## src/rtl/lr_pkg.sv

```systemverilog
package lr_pkg;
  localparam int LR_WIDTH = 18;

  typedef enum logic {
    MODE_EDGE  = 1'b0,
    MODE_TRANS = 1'b1
  } lr_mode_e;
endpackage

```

## src/rtl/lr_rst_sync.sv

```systemverilog
module lr_rst_sync #(
  parameter int STAGES = 2
) (
  input  logic clk,
  input  logic rst_n,
  output logic rst_n_out
);
  logic [STAGES-1:0] chain_q;
  logic [STAGES-1:0] chain_d;

  always_comb begin
    chain_d = {chain_q[STAGES-2:0], 1'b1};
  end

  always_ff @(posedge clk or negedge rst_n) begin
    if (!rst_n) chain_q <= '0;
    else        chain_q <= chain_d;
  end

  assign rst_n_out = chain_q[STAGES-1];
endmodule

```

## src/rtl/lr_in_sample.sv

```systemverilog
module lr_in_sample #(
  parameter int W = 18
) (
  input  logic         clk,
  input  logic         rst_n,
  input  logic [W-1:0] a_in,
  input  logic         lat_en,
  input  logic         cap_clk,
  input  logic         out_dis,
  output logic [W-1:0] a_q,
  output lr_pkg::lr_mode_e mode_q,
  output logic         rise,
  output logic         dis_q
);
  logic ck_q, ck_prev_q;
  logic [W-1:0] a_d;
  logic ck_d, ck_prev_d, le_d, dis_d;
  logic le_q;

  always_comb begin
    a_d       = a_in;
    le_d      = lat_en;
    ck_d      = cap_clk;
    ck_prev_d = ck_q;
    dis_d     = out_dis;
  end

  always_ff @(posedge clk or negedge rst_n) begin
    if (!rst_n) begin
      a_q       <= '0;
      le_q      <= 1'b0;
      ck_q      <= 1'b0;
      ck_prev_q <= 1'b0;
      dis_q     <= 1'b1;
    end else begin
      a_q       <= a_d;
      le_q      <= le_d;
      ck_q      <= ck_d;
      ck_prev_q <= ck_prev_d;
      dis_q     <= dis_d;
    end
  end

  assign mode_q = le_q ? lr_pkg::MODE_TRANS : lr_pkg::MODE_EDGE;
  assign rise   = ck_q & ~ck_prev_q;
endmodule

```

## src/rtl/lr_store_bank.sv

```systemverilog
module lr_store_bank #(
  parameter int W = 18
) (
  input  logic             clk,
  input  logic             rst_n,
  input  logic [W-1:0]     a_q,
  input  lr_pkg::lr_mode_e mode_q,
  input  logic             rise,
  output logic [W-1:0]     store_q
);
  logic load_en;

  always_comb begin
    unique case (mode_q)
      lr_pkg::MODE_TRANS: load_en = 1'b1;
      default:            load_en = rise;
    endcase
  end

  for (genvar b = 0; b < W; b++) begin : g_bit
    logic bit_d;
    always_comb begin
      bit_d = store_q[b];
      if (load_en) bit_d = a_q[b];
    end
    always_ff @(posedge clk or negedge rst_n) begin
      if (!rst_n) store_q[b] <= 1'b0;
      else        store_q[b] <= bit_d;
    end
  end
endmodule

```

## src/rtl/lr_out_gate.sv

```systemverilog
module lr_out_gate #(
  parameter int W = 18
) (
  input  logic [W-1:0] store_q,
  input  logic         dis_q,
  output logic [W-1:0] y_val,
  output logic [W-1:0] y_drv
);
  always_comb begin
    y_val = store_q;
    y_drv = {W{~dis_q}};
  end
endmodule

```

## src/rtl/busdrv_latchreg.sv

```systemverilog
module busdrv_latchreg #(
  parameter int W = lr_pkg::LR_WIDTH
) (
  input  logic         clk_sys,
  input  logic         rst_n,
  input  logic [W-1:0] a_in,
  input  logic         lat_en,
  input  logic         cap_clk,
  input  logic         out_dis,
  output logic [W-1:0] y_val,
  output logic [W-1:0] y_drv
);
  logic             rst_sync_n;
  logic [W-1:0]     a_q;
  lr_pkg::lr_mode_e mode_q;
  logic             rise;
  logic             dis_q;
  logic [W-1:0]     store_q;

  lr_rst_sync #(.STAGES(2)) u_rst (
    .clk(clk_sys), .rst_n(rst_n), .rst_n_out(rst_sync_n)
  );

  lr_in_sample #(.W(W)) u_smp (
    .clk(clk_sys), .rst_n(rst_sync_n), .a_in(a_in), .lat_en(lat_en),
    .cap_clk(cap_clk), .out_dis(out_dis), .a_q(a_q), .mode_q(mode_q),
    .rise(rise), .dis_q(dis_q)
  );

  lr_store_bank #(.W(W)) u_bank (
    .clk(clk_sys), .rst_n(rst_sync_n), .a_q(a_q), .mode_q(mode_q),
    .rise(rise), .store_q(store_q)
  );

  lr_out_gate #(.W(W)) u_out (
    .store_q(store_q), .dis_q(dis_q), .y_val(y_val), .y_drv(y_drv)
  );
endmodule

```

## config.mk

```make
export PLATFORM = sky130hd
export DESIGN_NAME = busdrv_latchreg
export DESIGN_NICKNAME = d
export VERILOG_FILES = /design/src/rtl/lr_pkg.sv /design/src/rtl/lr_rst_sync.sv /design/src/rtl/lr_in_sample.sv /design/src/rtl/lr_store_bank.sv /design/src/rtl/lr_out_gate.sv /design/src/rtl/busdrv_latchreg.sv
export SDC_FILE = /design/constraint.sdc
export NUM_CORES = 1
export LEC_CHECK = 0
export ABC_AREA = 1
export BUFFER_PORTS_ARGS = -buffer_cell sky130_fd_sc_hd__clkbuf_2
export CAP_MARGIN = 5
export CORE_UTILIZATION = 47
export CTS_CLUSTER_SIZE = 40
export DETAILED_ROUTE_END_ITERATION = 8
export GPL_TIMING_DRIVEN = 0
export MAX_ROUTING_LAYER = met4
export PLACE_DENSITY = 0.74
export REMOVE_ABC_BUFFERS = 1
export SLEW_MARGIN = 20
export SYNTH_ARGS = -nofsm -noshare
export SYNTH_HDL_FRONTEND = slang
export SYNTH_SLANG_ARGS = --single-unit
```

## constraint.sdc

```tcl
create_clock -name clk_sys -period 1.7 [get_ports clk_sys]
set_input_delay 0.34 -clock clk_sys [delete_from_list [all_inputs] [get_ports clk_sys]]
set_output_delay 0.34 -clock clk_sys [all_outputs]
set_load 0.03 [all_outputs]
```

==> After elaboration in Yosys (flattened, before gate mapping) <==
Index checks and enable logic that the tools add are counted.
{ "word_totals": {"ff_bits": 42, "output_inout_bits": 36, "word_cells": 29} }
{ "op_classes": {"n_mux": 2, "n_bitwise": 3} }
{ "op_table": {"columns": ["operator", "count"], "rows": [
  ["$mux W1", 2],
  ["$not A1 Y1", 2],
  ["$and A1 B1 Y1", 1]
]} }

==> Depth between registers and ports, before layout <==
Gate-level depths: netlist (run 1).
{ "depth": {"word_depth": 3, "ltp_mapped": 6} }

==> By module <==
From an unflattened synthesis (run 1), not the netlist that was laid out.
{ "unflattened": {"cells_unflattened": 141, "area_unflattened_um2": 1629.1} }
{ "modules_own_cells": {"columns": ["module", "instances", "cells_each", "area_each_um2"], "rows": [
  ["lr_store_bank", 1, 78, 747.0],
  ["lr_in_sample", 1, 24, 561.8],
  ["lr_out_gate", 1, 36, 266.5],
  ["lr_rst_sync", 1, 3, 53.8]
]} }

==> Worst setup path before layout (run 1) <==
Ideal clock, no wire load.
{ "synth_timing": {"kind": "register to output", "startpoint": "register u_smp.dis_q", "endpoint": "output y_drv[10]", "t_arrival_ps": 1039, "required_time_ps": 1360, "setup_slack_ps": 321, "stages_incl_launch_ff": 3, "path_buffers": 1, "cell_sequence": "dfstp_2 > inv_1 > buf_4"} }
{ "synth_between": {"elab_chain_cells": 1} }
{ "synth_lines": {"columns": ["item", "line_no", "rtl"], "rows": [
  ["start, declared", "lr_in_sample.sv:13", "output logic dis_q"],
  ["start signal, assigned", "lr_in_sample.sv:40", "dis_q <= dis_d;"],
  ["$not A1 Y1", "lr_out_gate.sv:11", "y_drv = {W{~dis_q}};"],
  ["end, declared", "busdrv_latchreg.sv:11", "output logic [W-1:0] y_drv"]
]} }
No other way between the ends.

==> Final worst setup path (run 1) <==
{ "layout_timing": {"startpoint": "register u_smp.dis_q", "endpoint": "output y_drv[17]"} }
Same word-level chain as after synthesis.

==> metrics.yaml, run 1 <==
critical_path:
  crit_type: "flip-flop to output port"
  path_buf_inv: 2
  crit_path_start_kind: "flip-flop"
  end_kind: "output port"
  worstPathArrival_ps: 1310
  cp_slowest_stage_delay_ps: 600
  cp_slowest_cell: "dfstp_2"
  cp_cell_sequence: "clkinvlp_4, buf_2"
  critPathMaxFanout: 9
  cp_top_family: "flip-flops"
  cp_data_required_time_ps: 1360
die:
  core_um2: 2850
  rows: 19
  initial_utilization_pct: 51.6
  ios: 59
  die_area_um2: 3360
  die_h_um: 58.0
  die_w_um: 58.0
logic_synthesis:
  ys.flop_type: "dfrtp_1"
  yosysWarnings: 0
  syn_inst: 122
  ys_top_cells_by_area: "dfrtp_1, buf_4, nand2_1, nand3_1, dfstp_2"
  ys_top_cells_by_count: "dfrtp_1, nand2_1, buf_4, nand3_1"
  synthArstFlopShare_pct: 100
  yosysTopAreaCell: "dfrtp_1"
  muxShareOfSynthArea_pct: 0
  ys_ff_latch: 42
  synth.most_common_cell: "dfrtp_1"
  ys_types: 10
  syn_area_um2: 1470
  synthAdderAreaFrac_pct: 0
  synth-compound-area-share_pct: 0
  synthSimpleGateAreaFrac_pct: 16.8
  synth_edf_count: 0
  synth_top_family_by_area: "simple AND/OR/NAND/NOR gates"
  yosys.area_share.xor_xnor_pct: 0
  synth_top_area_share_pct: 69.7
  synth.avg_cell_area_um2: 12.1
  ys_seq_area_share_pct: 71.5
grt:
  grt_start_max_net_pins: 31
  track_usage_pct: 16.3
  grt_pass1_vias: 884
  overflow: 0
  grt_antenna_before_repair: 0
  grt_pass1_wl_mm: 3.79
timing:
  rsz0062_at_grt: "true"
  slew_viol_final: 0
  fin_hold_ws_ps: 63.7
  period_share_pct: 96.9
  setup_ws_ps: 52.9
  fmax_mhz: 607
  min_period_ps: 1650
  finalSetupViolations: 0
  final_hold_viol_count: 0
  skew_ps: 14.9
final_layout:
  nFillCells: 240
  nets: 193
  antenna_cells: 0
  drive_above_1_share_pct: 43.3
  area_growth_pct: 18.5
clock_tree:
  cts_tree: "done"
  clk_pin_slew_worst_paths_ps: 120
  clk_latency_ps: 350
  numCtsBuffers: 5
  ctsHtreeMaxLevel: 2
  clockBufferDepth: 2
  clock-sinks: 42
  cts_root_buf: "clkbuf_4"
  cts_setup_buffers: 0
placed_design:
  port_buffers: 58
  dp_slack_ps: 420
  place.gp.congestion: 0.678
  place_hpwl_mm: 1.64
route:
  remaining_drc_errors: 1
  wl_mm: 2.43
  initialDrtViolationCount: 11
  wl_per_cell_um: 12.0
  dr.pass1.iters: 7
  detail-route-antenna-nets: 0
  viasPerCell: 4.72
  vias: 954
min_path:
  hp-class: "primary input to flip-flop"
power_and_ir_drop:
  p_leak_nw: 0.959
  ir_drop_uv: 611
  p_per_area_nw_per_um2: 1090
run:
  maxCapViolCount: 0
status:
  violations: "design-rule violations"
  status: "finished, violations left"
## final cells by class
cell class	count	area, um2	area share, %
Sequential cell	42	1050	60.4
Timing Repair Buffer	60	320	18.4
Multi-Input combinational cell	57	251	14.4
Tap cell	31	38.8	2.22
Clock buffer	5	37.5	2.15
Clock inverter	3	21.3	1.22
Inverter	3	15.0	0.860
Timing Repair inverter	1	7.51	0.430
## flip-flops by register name, indices dropped and copies added, names as in the netlist
signal	count
u_smp.a_q	18
u_smp.le_q	1
u_rst.chain_q	2
u_smp.ck_prev_q	1
u_bank.store_q	18
u_smp.dis_q	1
u_smp.ck_prev_d	1
## worst register-to-register path: cells and delay by family, from the launching register on
kind,cells,cell delay (ps)
buf+inv,1,270
flops,1,390
simple gates,3,390
## what timing repair did
item / in CTS / in global routing
endpoints found under the setup margin: 0 / 18
hold buffers: 1 / 0
resized for setup: 0 / 16
hold endpoints to repair: 2 / 0
## path summary, 6_finish.rpt
| check | endpoint | startpoint | depth (start not counted) | slack (ps) |
|---|---|---|---|---|
| max | y_drv[17] | u_smp.dis_q | 2 | 50 |
| min | u_smp.dis_q | out_dis | 1 | 60 |
| max reg2reg | u_bank.store_q[13] | u_smp.le_q | 4 | 570 |
| min reg2reg | u_bank.store_q[6] | u_rst.chain_q[1] | 0 | 130 |
| max in group asynchronous | u_smp.dis_q | u_rst.chain_q[1] | 1 | 1060 |
| min in group asynchronous | u_bank.store_q[6] | u_rst.chain_q[1] | 0 | 130 |
## layer usage
layer  up-vias  part of all wire (%)  global-route usage [%]
li1        457                     -                       -
met1       445                    42                    19.8
met2        47                    49                    24.3
met3         5                   7.7                    4.91
met4         0                   1.8                    9.52
met5         -                     0                       -
## cells by family (layout without fill, tap and decap cells)
logic type             after synthesis  after routing
buffers and inverters               23             72
flip-flops                          42             42
other                                1              1
AND/OR/NAND/NOR                     56             56
## layout by cell type (no fill, tap or decap), types with 2 or more instances in the layout
master / n
dfrtp_1: 40
buf_2: 14
nand3_1: 18
clkbuf_2: 44
clkbuf_4: 5
clkinvlp_4: 3
nand2_1: 36
nand2_4: 2
## report_power, final
| group | internal, W | total [W] | switching [W] | leakage, nW |
|---|---|---|---|---|
| Clock | 0.000161 | 0.000476 | 0.000315 | 0.0312 |
| Sequential | 0.00107 | 0.00111 | 0.0000378 | 0.495 |
| Combinational | 0.0000899 | 0.000315 | 0.000225 | 0.434 |
| Total | 0.00132 | 0.00190 | 0.000578 | 0.959 |
## metrics by stage
stage / total power, W / std cells / util (%) / setup TNS [ps] / area (um2)
floorplan: 0.00132 / 102 / - / -36410 / 1320
detailed placement: 0.00144 / 192 / 58.4 / 0 / 1670
finish: 0.00190 / 202 / 61.2 / 0 / 1750
global placement: 0.00143 / 191 / 57.6 / 0 / 1640
CTS: 0.00192 / 201 / 60.8 / 0 / 1730
global route: 0.00199 / 202 / 61.2 / -303 / 1750
No activity file was read; power rests on OpenSTA's default activity.
==> run 2: changes to the inputs <==
Settings changed: ABC_AREA 1 to unset, CORE_UTILIZATION 47 to 46, PLACE_DENSITY 0.74 to 0.73.
==> run 2 against run 1 <==
Compared with the run above:
- the flow now finishes without violations
- sequential power about the same
- count of clock-buffer cells in the layout increased by 3
- combinational power up 5%
- final area increased by 1.1%
- clock skew fell by 6.7 ps
- power shrank 0.74%
- worst setup slack better by 11 ps
- die area up 1.8%
- fmax is 0.68% higher
- critical endpoint is now y_drv[14]
==> metrics.yaml, run 2 <==
die:
  core_um2: 3030  # +6.1%
  ios: 59  # unchanged
  initial_utilization_pct: 48.5  # -3.2 points
  die_h_um: 58.5  # +0.88%
  rows: 20  # +1
  die_w_um: 58.5  # +0.88%
  die_area_um2: 3420  # +1.8%
critical_path:
  crit_path_start_kind: "flip-flop"
  r2r_slack_ps: 160  # -410 ps
  critPathMaxFanout: 9  # unchanged
  reg2regPathDepth: 2  # -2
  end_kind: "output port"
  endpoint: "y_drv[14]"
  cp_data_required_time_ps: 1360  # about the same
  reg2reg_to: "u_bank.store_q[1]"
  r2r_start: "u_smp.ck_prev_d"
  cp_slowest_stage_delay_ps: 600  # about the same
  cp-startpoint: "u_smp.dis_q"
  cp_slowest_cell: "dfstp_2"
  worstPathArrival_ps: 1300  # about the same
  crit_type: "flip-flop to output port"
  cp_cell_sequence: "clkinvlp_4, clkbuf_2"
timing:
  fmax_mhz: 611  # +0.68%
  slew_headroom_pct: 52.1
  worst_pin_slew_ps: 717
  rsz0062_at_grt: "true"
  fin_hold_ws_ps: 81.9  # +18.2 ps
  finalSetupViolations: 0  # unchanged
  final_hold_viol_count: 0  # unchanged
  slew_viol_final: 0  # unchanged
  period_share_pct: 96.2  # -0.65 points
  setup_ws_ps: 64.0  # +11.1 ps
  min_period_ps: 1640  # -11.1 ps
  skew_ps: 8.23  # -6.68 ps
placed_design:
  port_buffers: 58  # unchanged
  dp.cells: 167  # -13%
  place.gp.congestion: 0.694  # +2.3%
  dp_slack_ps: 136  # -284 ps
  place_hpwl_mm: 1.39  # -15%
route:
  wl_mm: 2.08  # -15%
  initialDrtViolationCount: 13  # +2
  dr.pass1.iters: 2  # -5
  detail-route-antenna-nets: 0  # unchanged
  remaining_drc_errors: 0  # -1
  viasPerCell: 4.40  # -6.8%
  wl_per_cell_um: 11.7  # -2.6%
  vias: 779  # -18%
logic_synthesis:
  synthArstFlopShare_pct: 100  # unchanged
  ys_types: 10  # unchanged
  synth_top_family_by_area: "multiplexers"
  synthSimpleGateAreaFrac_pct: 0  # -17 points
  syn_inst: 82  # -33%
  yosys.area_share.xor_xnor_pct: 0  # unchanged
  ys_top_cells_by_area: "dfrtp_1, mux2_4, buf_4, mux2_2, dfstp_2"
  muxShareOfSynthArea_pct: 16.4  # +16 points
  ys_top_cells_by_count: "dfrtp_1, buf_4, mux2_4, mux2_2"
  synth.avg_cell_area_um2: 17.9  # +48%
  yosysWarnings: 0  # unchanged
  yosysTopAreaCell: "dfrtp_1"
  ys_seq_area_share_pct: 71.7  # +0.24 points
  synth_top_area_share_pct: 69.9  # +0.24 points
  syn_area_um2: 1470  # -0.34%
  synth-compound-area-share_pct: 1.11  # +1.1 points
  synth_edf_count: 0  # unchanged
  synth.most_common_cell: "dfrtp_1"
  ys.flop_type: "dfrtp_1"
  ys_ff_latch: 42  # unchanged
  synthAdderAreaFrac_pct: 0  # unchanged
clock_tree:
  ctsHtreeMaxLevel: 2  # unchanged
  cts_setup_buffers: 0  # unchanged
  cts_root_buf: "clkbuf_4"
  clk_latency_ps: 330  # -20 ps
  clk_pin_slew_worst_paths_ps: 100  # -20 ps
  clock-sinks: 42  # unchanged
  clockBufferDepth: 2  # unchanged
  numCtsBuffers: 5  # unchanged
  cts_tree: "done"
grt:
  grt_start_max_net_pins: 27  # -13%
  grt_pass1_vias: 772  # -13%
  track_usage_pct: 14.6  # -1.8 points
  grt_pass1_wl_mm: 3.31  # -13%
  overflow: 0  # unchanged
  grt_antenna_before_repair: 0  # unchanged
power_and_ir_drop:
  p_sw_w: 0.000523  # -9.5%
  intPower_w: 0.00136  # +3.1%
  switching_share_pct: 27.8  # -2.7 points
  pwr-share-clk_pct: 23.4  # -1.7 points
  ir_drop_uv: 665  # +8.8%
  p_per_area_nw_per_um2: 1070  # -1.8%
  total_power_w: 0.00188  # -0.74%
  power_frac_comb_pct: 17.5  # +0.9 points
  p_leak_nw: 0.890  # -7.2%
  seqPwrFrac_pct: 59.0  # +0.7 points
min_path:
  whs_path_depth: 1  # unchanged
  hp-class: "primary input to flip-flop"
final_layout:
  final_common_cell: "clkbuf_2"
  stdcell_count: 177  # -12%
  antenna_cells: 0  # unchanged
  drive_above_1_share_pct: 66.2  # +23 points
  biggestRegsByFlops: "u_bank.store_q: 18 flops, u_smp.a_q: 18 flops, u_rst.chain_q: 2 flops"
  nets: 155  # -20%
  final_util_pct: 58.3  # -2.9 points
  final_cell_mix: "clkbuf_2, dfrtp_1, mux2_4"
  area_growth_pct: 20.2
status:
  status: "complete, no violations"
run:
  maxCapViolCount: 0  # unchanged
run 2: changes by cell type in the layout (fill, tap and decap cells not counted), moves of 2 or more:
cell and delta:
mux2_2 +8, nand3_1 -18, buf_2 -5, clkbuf_2 +5
nand2_4 -2, mux2_4 +10, clkbuf_1 +3, nand2_1 -36
run 2: repair_timing:
item                                    CTS  global route
endpoints found under the hold margin     2             0
gates resized for setup                   0            11
endpoints found under the setup margin    0            18
hold buffers                              1             0
run 2: through the flow:
stage	area [um2]	TNS, ps
after CTS	1750	0
after global placement	1670	0
after global routing	1760	-144
final	1760	0
after detailed placement	1690	0
after floorplan	1320	-36410
run 2: area by class of cell:
type | instances | area (um2)
fillers | 245 | 1260
flip-flops and latches | 42 | 1050
repair buffers | 60 | 328
multi-input cells | 20 | 260
well taps | 44 | 55.1
clock buffers | 8 | 48.8
inverters | 2 | 11.3
repair inverters | 1 | 7.51
run 2: how the worst min path moves through the flow:
stage	start	to	slack (ps)
2_1_floorplan	rst_n	u_rst.chain_q[0]	40
3_3_place_gp	rst_n	u_rst.chain_q[0]	130
3_5_place_dp	rst_n	u_rst.chain_q[0]	130
4_1_cts	out_dis	u_smp.dis_q	60
5_1_grt	out_dis	u_smp.dis_q	60
6_report	out_dis	u_smp.dis_q	80
run 2: logic make-up (layout without fill, tap and decap cells):
logic type,after synthesis,count (layout)
flops,42,42
buf+inv,20,71
mux,18,18
other cells,1,1
compound gates,1,1
run 2: power groups by stage:
stage | Sequential [W] | Clock, W | Combinational (W)
after floorplan | 0.00122 | 0 | 0.000125
after global placement | 0.00114 | 0 | 0.000310
after detailed placement | 0.00113 | 0 | 0.000332
after CTS | 0.00111 | 0.000470 | 0.000335
after global routing | 0.00112 | 0.000505 | 0.000351
final | 0.00111 | 0.000441 | 0.000331
run 2: critical path, delay by kind of cell, from the launching register on:
kind	cells	cell delay (ps)
buf+inv	2	370
flops	1	600
run 2: metal layers:
layer | vias up | share of wire (%) | GRT usage, % | wire [um]
met5 | - | 0 | - | 0
met4 | 0 | 2.5 | 11.2 | 52
met3 | 7 | 9.3 | 5.27 | 193
met2 | 49 | 49 | 21.2 | 1010
met1 | 376 | 40 | 16.4 | 821
li1 | 347 | - | - | -
==> run 3: changes to the inputs <==
Settings changed: CAP_MARGIN 5 to unset, PLACE_DENSITY 0.73 to 0.77.
==> run 3 against run 2 <==
Compared with the run above:
- global-route usage is 0.99 points lower
- die area is the same
- register-to-register slack about the same
- fmax is essentially flat
- largest cell class unchanged
- highest routed layer unchanged
==> metrics.yaml, run 3 (synthesis results as in run 2) <==
die:
  die_w_um: 58.5  # unchanged
  initial_utilization_pct: 48.5  # unchanged
  ios: 59  # unchanged
  die_h_um: 58.5  # unchanged
  core_um2: 3030  # unchanged
  rows: 20  # unchanged
  die_area_um2: 3420  # unchanged
placed_design:
  port_buffers: 58  # unchanged
  place_hpwl_mm: 1.53  # +9.8%
  place.gp.congestion: 0.620  # -11%
  dp_slack_ps: 136  # -0.0550 ps
  dpl-instance-area_um2: 1690  # unchanged
  dp.cells: 167  # unchanged
timing:
  final_hold_viol_count: 0  # unchanged
  slew_headroom_pct: 51.3  # -0.78 points
  worst_pin_slew_ps: 729  # +11.6 ps
  fmax_mhz: 611  # about the same
  finalSetupViolations: 0  # unchanged
  setup_ws_ps: 63.1  # -0.938 ps
  skew_ps: 7.28  # -0.956 ps
  period_share_pct: 96.3  # about the same
  slew_viol_final: 0  # unchanged
  rsz0062_at_grt: "true"
  min_period_ps: 1640  # +0.938 ps
  fin_hold_ws_ps: 71.8  # -10.1 ps
final_layout:
  area_growth_pct: 21.2
  nets: 155  # unchanged
  final_cell_mix: "clkbuf_2, dfrtp_1, buf_2"
  antenna_cells: 0  # unchanged
  biggestRegsByFlops: "u_bank.store_q: 18 flops, u_smp.a_q: 18 flops, u_rst.chain_q: 2 flops"
  nFillCells: 259  # +5.7%
  drive_above_1_share_pct: 68.4  # +2.3 points
  stdcell_count: 177  # unchanged
  final_cell_area_um2: 1780  # +0.85%
route:
  wl_mm: 2.18  # +5.2%
  remaining_drc_errors: 0  # unchanged
  dr.pass1.iters: 4  # +2
  vias: 767  # -1.5%
  wl_met1_um: 874  # +6.5%
  detail-route-antenna-nets: 0  # unchanged
  wl_per_cell_um: 12.3  # +5.2%
  initialDrtViolationCount: 36  # +23
  wl_met3_um: 120  # -38%
  maxUsedRoutingLayer: "met4"
  viasPerCell: 4.33  # -1.5%
  wl_met2_mm: 1.15  # +14%
clock_tree:
  clk_pin_slew_worst_paths_ps: 110  # about the same
  cts_setup_buffers: 0  # unchanged
  numCtsBuffers: 5  # unchanged
  clk_latency_ps: 340  # about the same
  clock-sinks: 42  # unchanged
  clockBufferDepth: 2  # unchanged
  ctsHtreeMaxLevel: 2  # unchanged
  cts_tree: "done"
  cts_root_buf: "clkbuf_4"
power_and_ir_drop:
  ir_drop_uv: 391  # -41%
  p_per_area_nw_per_um2: 1090  # +2.3%
  total_power_w: 0.00194  # +3.2%
  p_leak_nw: 0.896  # +0.64%
critical_path:
  crit_type: "flip-flop to output port"
  end_kind: "output port"
  cp_data_required_time_ps: 1360  # about the same
  critPathMaxFanout: 9  # unchanged
  worstPathArrival_ps: 1300  # about the same
  crit_path_start_kind: "flip-flop"
grt:
  track_usage_pct: 13.6  # -0.99 points
  grt_pass1_wl_mm: 3.19  # -3.8%
  grt_pass1_vias: 711  # -7.9%
  grt_start_max_net_pins: 27  # unchanged
  overflow: 0  # unchanged
  grt_antenna_before_repair: 0  # unchanged
min_path:
  hp-class: "primary input to flip-flop"
run:
  maxCapViolCount: 0  # unchanged
status:
  status: "complete, no violations"
run 3: path summary, 6_finish.rpt:
path / cells past startpoint / endpoint / from / slack (ps)
min in group asynchronous: 0 / u_smp.a_q[12] / u_rst.chain_q[1] / 180
hold / removal: 1 / u_smp.dis_q / out_dis / 70
hold reg to reg: 0 / u_smp.a_q[12] / u_rst.chain_q[1] / 180
setup reg to reg: 2 / u_bank.store_q[0] / u_smp.ck_prev_d / 150
max in group asynchronous: 1 / u_smp.dis_q / u_rst.chain_q[1] / 1010
setup / recovery: 2 / y_drv[2] / u_smp.dis_q / 60
run 3: worst max-delay path, cell delays in order (launching register included):
cell and delay (ps):
dfstp_2 600, clkinvlp_4 160, buf_2 210
run 3: timing repair:
item                       CTS  global route
hold endpoints to repair     2             0
hold buffers                 1             0
gates resized for setup      0            20
setup endpoints to repair    0            18
run 3: cell type report:
cell class | count | area (um2) | area share (%)
repair buffers | 60 | 328 | 18.4
multi-input cells | 20 | 260 | 14.6
clock buffers | 6 | 51.3 | 2.88
flip-flops and latches | 42 | 1050 | 59.2
repair inverters | 1 | 7.51 | 0.422
inverters | 2 | 11.3 | 0.633
clock inverters | 2 | 12.5 | 0.703
well taps | 44 | 55.1 | 3.09
run 3: stage by stage:
| step | TNS, ps | utilization [%] |
|---|---|---|
| 3_3_place_gp | 0 | 55.0 |
| 3_5_place_dp | 0 | 56.0 |
| 4_1_cts | 0 | 58.4 |
| 6_report | 0 | 58.8 |
| 2_1_floorplan | -36410 | - |
| 5_1_grt | -177 | 58.8 |
run 3: routing by layer:
| metal | up-vias | track usage (%) |
|---|---|---|
| li1 | 347 | - |
| met1 | 393 | 14.6 |
| met2 | 22 | 21.7 |
| met3 | 5 | 4.84 |
| met4 | 0 | 8.16 |
| met5 | - | - |
run 3: report_power, final:
| group | total, W | switching (W) | internal (W) |
|---|---|---|---|
| logic | 0.000332 | 0.000207 | 0.000125 |
| clock network | 0.000501 | 0.000302 | 0.000199 |
| registers | 0.00111 | 0.0000399 | 0.00107 |
| total | 0.00194 | 0.000549 | 0.00140 |
